## src/rtl/tsm_pkg.sv

```systemverilog
package tsm_pkg;

    typedef enum logic [1:0] {
        POS_IDLE  = 2'd0,
        POS_SAW_A = 2'd1,
        POS_SAW_B = 2'd2,
        POS_SAW_C = 2'd3
    } tsm_pos_e;

    typedef enum logic [1:0] {
        SYM_A = 2'd0,
        SYM_B = 2'd1,
        SYM_C = 2'd2,
        SYM_D = 2'd3
    } tsm_sym_e;

    localparam int NUM_WINDOWS = 2;

    // Position-group masks, one bit per position
    localparam logic [3:0] EARLY_GROUP = 4'b0110;
    localparam logic [3:0] LATE_GROUP  = 4'b1100;

    function automatic logic pos_in_group(logic [3:0] group, tsm_pos_e pos);
        return group[2'(pos)];
    endfunction

endpackage

```

## src/rtl/tsm_dwell_timer.sv

```systemverilog
module tsm_dwell_timer
    import tsm_pkg::*;
#(
    parameter int         LIMIT = 2,
    parameter logic [3:0] GROUP = 4'b0110
) (
    input  logic     clk,
    input  logic     rst,
    input  logic     step_en,
    input  tsm_pos_e cur_pos,
    input  tsm_pos_e nxt_pos,
    output logic     expired_o
);
    localparam int         CW    = $clog2(LIMIT + 1);
    localparam logic [CW-1:0] LIM_W = CW'(LIMIT);

    typedef struct packed {
        logic [CW-1:0] cnt;
    } dwell_t;

    dwell_t dw_d, dw_q;

    always_comb begin
        dw_d = dw_q;
        if (step_en) begin
            if (pos_in_group(GROUP, cur_pos) && pos_in_group(GROUP, nxt_pos)) begin
                if (dw_q.cnt < LIM_W) begin
                    dw_d.cnt = dw_q.cnt + 1'b1;
                end
            end else begin
                dw_d.cnt = '0;
            end
        end
    end

    always_ff @(posedge clk) begin
        if (rst) begin
            dw_q <= '0;
        end else begin
            dw_q <= dw_d;
        end
    end

    assign expired_o = (dw_q.cnt >= LIM_W);

endmodule

```

## src/rtl/tsm_step_logic.sv

```systemverilog
module tsm_step_logic
    import tsm_pkg::*;
(
    input  tsm_pos_e               cur_pos,
    input  logic [1:0]             sym,
    input  logic                   sym_valid,
    input  logic [NUM_WINDOWS-1:0] expired,
    output tsm_pos_e               nxt_pos,
    output logic                   accept
);
    logic hit_a, hit_b, hit_c, hit_d;

    always_comb begin
        hit_a = sym_valid && (sym == SYM_A);
        hit_b = sym_valid && (sym == SYM_B);
        hit_c = sym_valid && (sym == SYM_C);
        hit_d = sym_valid && (sym == SYM_D);

        nxt_pos = cur_pos;
        accept  = 1'b0;
        unique case (cur_pos)
            POS_IDLE: begin
                if (hit_a) nxt_pos = POS_SAW_A;
            end
            POS_SAW_A: begin
                if (hit_b) nxt_pos = POS_SAW_B;
            end
            POS_SAW_B: begin
                if (hit_c && !expired[0]) nxt_pos = POS_SAW_C;
            end
            POS_SAW_C: begin
                if (hit_d && expired[1]) begin
                    nxt_pos = POS_IDLE;
                    accept  = 1'b1;
                end
            end
            default: nxt_pos = POS_IDLE;
        endcase
    end

endmodule

```

## src/rtl/timed_seq_monitor.sv

```systemverilog
module timed_seq_monitor
    import tsm_pkg::*;
#(
    parameter int T1_LIMIT = 2,
    parameter int T2_LIMIT = 2
) (
    input  logic       clk,
    input  logic       rst,
    input  logic       step_en,
    input  logic [1:0] sym_i,
    input  logic       sym_valid_i,
    output logic [1:0] state_o,
    output logic       done_o
);
    typedef struct packed {
        tsm_pos_e pos;
        logic     done;
    } mon_t;

    mon_t mon_d, mon_q;

    tsm_pos_e               nxt_pos;
    logic                   accept;
    logic [NUM_WINDOWS-1:0] expired;

    for (genvar g = 0; g < NUM_WINDOWS; g++) begin : g_window
        localparam int         LIM = (g == 0) ? T1_LIMIT : T2_LIMIT;
        localparam logic [3:0] GRP = (g == 0) ? EARLY_GROUP : LATE_GROUP;

        tsm_dwell_timer #(
            .LIMIT (LIM),
            .GROUP (GRP)
        ) u_timer (
            .clk       (clk),
            .rst       (rst),
            .step_en   (step_en),
            .cur_pos   (mon_q.pos),
            .nxt_pos   (nxt_pos),
            .expired_o (expired[g])
        );
    end

    tsm_step_logic u_step (
        .cur_pos   (mon_q.pos),
        .sym       (sym_i),
        .sym_valid (sym_valid_i),
        .expired   (expired),
        .nxt_pos   (nxt_pos),
        .accept    (accept)
    );

    always_comb begin
        mon_d      = mon_q;
        mon_d.done = 1'b0;
        if (step_en) begin
            mon_d.pos  = nxt_pos;
            mon_d.done = accept;
        end
    end

    always_ff @(posedge clk) begin
        if (rst) begin
            mon_q.pos  <= POS_IDLE;
            mon_q.done <= 1'b0;
        end else begin
            mon_q <= mon_d;
        end
    end

    assign state_o = mon_q.pos;
    assign done_o  = mon_q.done;

endmodule

```

## config.mk

```make
export PLATFORM = sky130hd
export DESIGN_NAME = timed_seq_monitor
export DESIGN_NICKNAME = d
export VERILOG_FILES = /design/src/rtl/tsm_pkg.sv /design/src/rtl/tsm_dwell_timer.sv /design/src/rtl/tsm_step_logic.sv /design/src/rtl/timed_seq_monitor.sv
export SDC_FILE = /design/constraint.sdc
export NUM_CORES = 1
export LEC_CHECK = 0
export CAP_MARGIN = 20
export CORE_AREA = 2 2 39 41
export DETAILED_ROUTE_END_ITERATION = 8
export DIE_AREA = 0 0 41 43
export PLACE_DENSITY = 0.6
export SLEW_MARGIN = 10
export SYNTH_ARGS = -nofsm -noshare
export SYNTH_HDL_FRONTEND = slang
export SYNTH_SLANG_ARGS = --single-unit
```

## constraint.sdc

```tcl
create_clock -name clk -period 2.65 [get_ports clk]
set_clock_uncertainty 0.1 [all_clocks]
set_input_delay 0.3975 -clock clk [delete_from_list [all_inputs] [get_ports clk]]
set_output_delay 0.3975 -clock clk [all_outputs]
set_load 0.005 [all_outputs]
```

Word level (Yosys, flattened, before mapping)
Cells that the tools add are included.

Register bits: 7. Bits of input ports: 6. Output and inout port bits: 3. Logic and storage cells: 54.

$add $sub $neg: 2. Order comparisons: 6. Equality and inequality tests: 8. Muxes and demuxes: 18. Bitwise gates (word level): 2. Reduce and logical (&&, ||, !) cells: 14.

Operator list (count): 2-to-1 mux 2 bit (8); binary-select mux 1 bit (select 2 bit) (4); equality test 2 bit (second input constant) (4); logical AND 1 bit (8); one-hot mux 2 bit (4 select lines) (1); less-than comparator 2 x 3 -> 1 bit (second input constant) (2); 2-to-1 mux 1 bit (5); adder 2 x 1 -> 2 bit (second input constant) (2); equality test 2 x 1 -> 1 bit (second input constant) (2); greater-or-equal comparator 2 bit (second input constant) (2); logical NOT 2 bit (2); less-than comparator 2 bit (second input constant) (2); != test 2 bit (second input constant) (2); AND reduction 2 bit (2); OR reduction 3 bit (1); NOT 1 bit (2); logical NOT 1 bit (1).

Depth between registers and ports, before layout
Depth after elaboration: 10. Gate-level depth with buffers: 7. Depth with buffers taken out: 7.

Cells and area by module
From an unflattened synthesis, not the netlist that was laid out.

Cells, all modules: 50. Area total of the unflattened synthesis: 417.9 sq um.

By module, submodules not included: tsm_dwell_timer (g_window[0].u_timer) (instances 1, cells an instance 14, area an instance 123.9 sq um, seq. area each 40.0 sq um); tsm_dwell_timer (g_window[1].u_timer) (instances 1, cells an instance 13, area an instance 111.4 sq um, seq. area each 40.0 sq um); timed_seq_monitor (instances 1, cells an instance 8, area an instance 97.6 sq um, seq. area each 60.1 sq um); tsm_step_logic (instances 1, cells an instance 15, area an instance 85.1 sq um, seq. area each 0.0 sq um).

Worst setup path after synthesis
No wires, ideal clock.

Path type: register to register. Start: reg mon_q (netlist bit state_o[1]). End: reg g_window[0].u_timer.dw_q[1] (netlist name). Library setup time: 0.122 ns. Arrival time: 1.738 ns. Required time: 2.428 ns. Slack: 0.690 ns. Stages on the path, launching flop included: 8. Buffers on the path: 0. Period minus slack after synthesis: 1.960 ns. Path through: dfxtp_1 -> inv_1 -> ha_1 -> and2b_2 -> a211oi_2 -> or2_4 -> nor3b_1 -> a311o_1.

Cells in the longest elaborated chain, start to end: 7. Elaborated cells between the ends (all ways): 17. Those cells by class: eq/ne (4); mux (10); reduce/logical (3).

Ends and longest elaborated chain: from (decl) (RTL line timed_seq_monitor.sv:20) `mon_t mon_d, mon_q;`; from (signal assigned) (RTL line timed_seq_monitor.sv:66) `mon_q <= mon_d;`; equality test 2 bit, or another cell as far along (RTL line tsm_step_logic.sv:21) `unique case (cur_pos)`; one-hot mux 2 bit (4 select lines) (RTL line tsm_step_logic.sv:21); binary-select mux 1 bit (select 2 bit) (RTL line tsm_pkg.sv:24) `return group[2'(pos)];`; 2-to-1 mux 1 bit (not written as such) (RTL line tsm_pkg.sv:24); logical AND 1 bit * (RTL line tsm_dwell_timer.sv:26) `if (pos_in_group(GROUP, cur_pos) && pos_in_group(GROUP, nxt_pos)) begin`; != test 2 bit (no line); AND reduction 2 bit (no line); to (signal assigned) (RTL line tsm_dwell_timer.sv:40) `dw_q <= dw_d;`; to (decl) (RTL line tsm_dwell_timer.sv:21) `dwell_t dw_d, dw_q;`.

Mark *: on every way between the ends. The rest lies on a longest branch, timed or not. The select of a mux whose other input is x is not followed. A chain may end at the register's enable or synchronous reset.

Worst setup path in the final report
Ends and elaborated chain as after synthesis.

==> flow_summary.json <==
{
  "ys_seq_elements": 7,
  "synth_ff_type": "dfxtp_1",
  "rr_worst_depth": 7,
  "rsz0062_at_grt": "no",
  "overflow": 0,
  "finalSetupViolations": 0,
  "cts_max_path_buffers": 2,
  "ir_drop_mv": 0.255,
  "synth_top_area_cell": "dfxtp_1",
  "p_switching_uw": 67.7,
  "postCtsSetupBuffers": 0,
  "netSwitchingFraction": 0.263,
  "setup_tns_ps": 0,
  "cts_resized": 0,
  "syn_area_per_cell_sq_um": 8.47,
  "cp-end-kind": "flip-flop",
  "slew_headroom": 0.657,
  "synthArstFlopShare": 0,
  "syn_inst": 64,
  "r2r-end": "g_window[0].u_timer.dw_q[1]$_SDFFE_PP0P_",
  "fmax_mhz": 469,
  "dp_hpwl_um": 857,
  "rrSetupSlack_ps": 520,
  "r2r-start": "state_o[1]$_SDFFE_PP0P_",
  "antenna_left": 0,
  "synth_fp_nets": 76,
  "fin_crit_ps": 2130,
  "firstDrtPassIters": 4,
  "drtIter0Drc": 15,
  "numCtsBuffers": 3,
  "place.gp.congestion": 0.790,
  "hold_start": "g_window[1].u_timer.dw_q[0]$_SDFFE_PP0P_",
  "worst_pin_slew_ps": 512,
  "yosysUniqueCellTypes": 30,
  "fin_crit_sh": 0.805,
  "drv_slew": 0,
  "worstHoldPathType": "reg -> reg",
  "floorplan.die.width_um": 41,
  "grtUsageTotal": 0.157,
  "path_class": "reg -> reg",
  "htreeDepth": 1,
  "max_cap_viol_count": 0,
  "fillers": 131,
  "layout-drive-gt1-share": 0.0800,
  "num_io_pins": 9,
  "whs_ps": 423,
  "routed-via-count": 502,
  "wl_per_cell_um": 12.1,
  "cp-start-kind": "flip-flop",
  "cts.hold.buffers_added": 0,
  "yosysWarnings": 0,
  "p_int_uw": 190,
  "drc": 0,
  "cts-root-buf": "clkbuf_4",
  "clock-sinks": 7,
  "rows": 14,
  "p_comb_frac": 0.192,
  "holdPathEnd": "g_window[1].u_timer.dw_q[0]$_SDFFE_PP0P_",
  "ys_seq_area_frac": 0.259,
  "antenna_found_initial": 0,
  "sequentialPowerShare": 0.431,
  "place_inst": 87,
  "die_area_sq_um": 1760,
  "outcome": "finished, final reports clean",
  "p_clk_frac": 0.377,
  "wl_um": 1100,
  "cp.required_ps": 2690,
  "synth_area_leaders": "dfxtp_1 (26%), ha_1 (14%), inv_1 (4.8%)",
  "path_max_fanout": 8,
  "final_util": 0.480,
  "layoutNonFillerInstCount": 91,
  "start_util": 0.392,
  "areaGrowthSynthToFinish_pct": 22.6,
  "synthDominantCellAreaShare": 0.259,
  "coreArea_sq_um": 1380,
  "diodes": 0,
  "arrival_ps": 2180,
  "power_uw": 257,
  "final_nets": 88,
  "grt_pass1_vias": 448,
  "grt_pass1_wl_um": 1840,
  "hold_violations": 0,
  "synth_edf_count": 0,
  "synth_area_sq_um": 542,
  "p_leak_uw": 0.000266,
  "tritoncts": "yes",
  "clk_latency_ps": 250,
  "hold-path-cell-count": 2,
  "viasPerCell": 5.52,
  "clk_pin_slew_ps": 50,
  "p_per_area_nw_per_um2": 387,
  "port_buffers": 8,
  "die_h_um": 43,
  "grt_max_degree": 9
}
[power groups by stage]
stage               logic, uW  registers [uW]  clock network, uW
detailed placement       49.0             113                  0
floorplan                30.4             112                  0
global placement         49.5             113                  0
finish                   49.3             111               97.1
CTS                      49.4             111                101
global route             54.8             111                106
[cell type report]
type	count	area [sq um]	share of cell area
multi-input combinational	49	372	0.559
timing repair buffer	8	80.1	0.121
inverter	7	26.3	0.0395
sequential	7	140	0.211
clock buffer	4	26.3	0.0395
tap	16	20.0	0.0301
[synth_stat cells (2+ instances only)]
cell type  count
a21oi_1        2
nor4b_1        2
a211oi_1       3
dfxtp_1        7
inv_1          7
nand2_1        5
ha_1           6
nor2_1         6
o21ai_0        2
nor3b_1        2
mux2i_1        2
nor3_1         2
[worst max-delay path, cell delays in order, from the launching register on]
cell      delay [ps]
dfxtp_1          470
inv_1            130
ha_1             250
and2b_2          240
a211oi_2          90
or2_4            280
nor3b_1          140
a311o_1          320
[flip-flops by register name (all words and copies together) (netlist names)]
name                   count
g_window.u_timer.dw_q      4
state_o                    2
done_o                     1
[through the flow]
step           setup WS (ps)  cell area [sq um]
2_1_floorplan            690                542
3_3_place_gp             422                638
3_5_place_dp             407                638
4_1_cts                  510                664
5_1_grt                  324                664
6_report                 518                664
[worst max path at each step]
stage	to	from	slack, ps	depth (start not counted)
after floorplan	g_window[0].u_timer.dw_q[1]$_SDFFE_PP0P_	state_o[1]$_SDFFE_PP0P_	690	7
after global placement	g_window[0].u_timer.dw_q[1]$_SDFFE_PP0P_	sym_i[0]	420	6
after detailed placement	g_window[0].u_timer.dw_q[1]$_SDFFE_PP0P_	sym_i[0]	410	6
after CTS	g_window[0].u_timer.dw_q[1]$_SDFFE_PP0P_	state_o[1]$_SDFFE_PP0P_	510	7
after global routing	g_window[0].u_timer.dw_q[1]$_SDFFE_PP0P_	state_o[1]$_SDFFE_PP0P_	320	7
final	g_window[0].u_timer.dw_q[1]$_SDFFE_PP0P_	state_o[1]$_SDFFE_PP0P_	520	7
[routing by layer]
metal	track usage	vias to the layer above	share of wire
li1	-	260	-
met1	0.210	231	0.49
met2	0.219	6	0.45
met3	0.0314	5	0.028
met4	0.100	0	0.029
met5	0	-	0
[logic make-up (layout without fill, tap and decap cells)]
logic type / after synthesis / after routing / synth area share
compound gates: 16 / 16 / 0.233
xor+xnor: 1 / 1 / 0.0162
fa+ha+maj: 6 / 6 / 0.139
buf+inv: 8 / 19 / 0.0554
flops: 7 / 7 / 0.259
mux: 2 / 2 / 0.0370
simple gates: 24 / 24 / 0.261
[cell usage in the layout (no fill, tap or decap), drive strengths merged, types with 2 or more instances in the layout]
cell type	synthesis	final
a21oi	2	2
o21ai	2	2
ha	6	6
clkdlybuf4s50	0	8
mux2i	2	2
clkbuf	1	4
nor3	2	2
nor4b	2	2
nor2	6	6
dfxtp	7	7
a211oi	4	4
nor3b	2	2
inv	7	7
nand2	5	5
(Power assumes the default switching activity.)
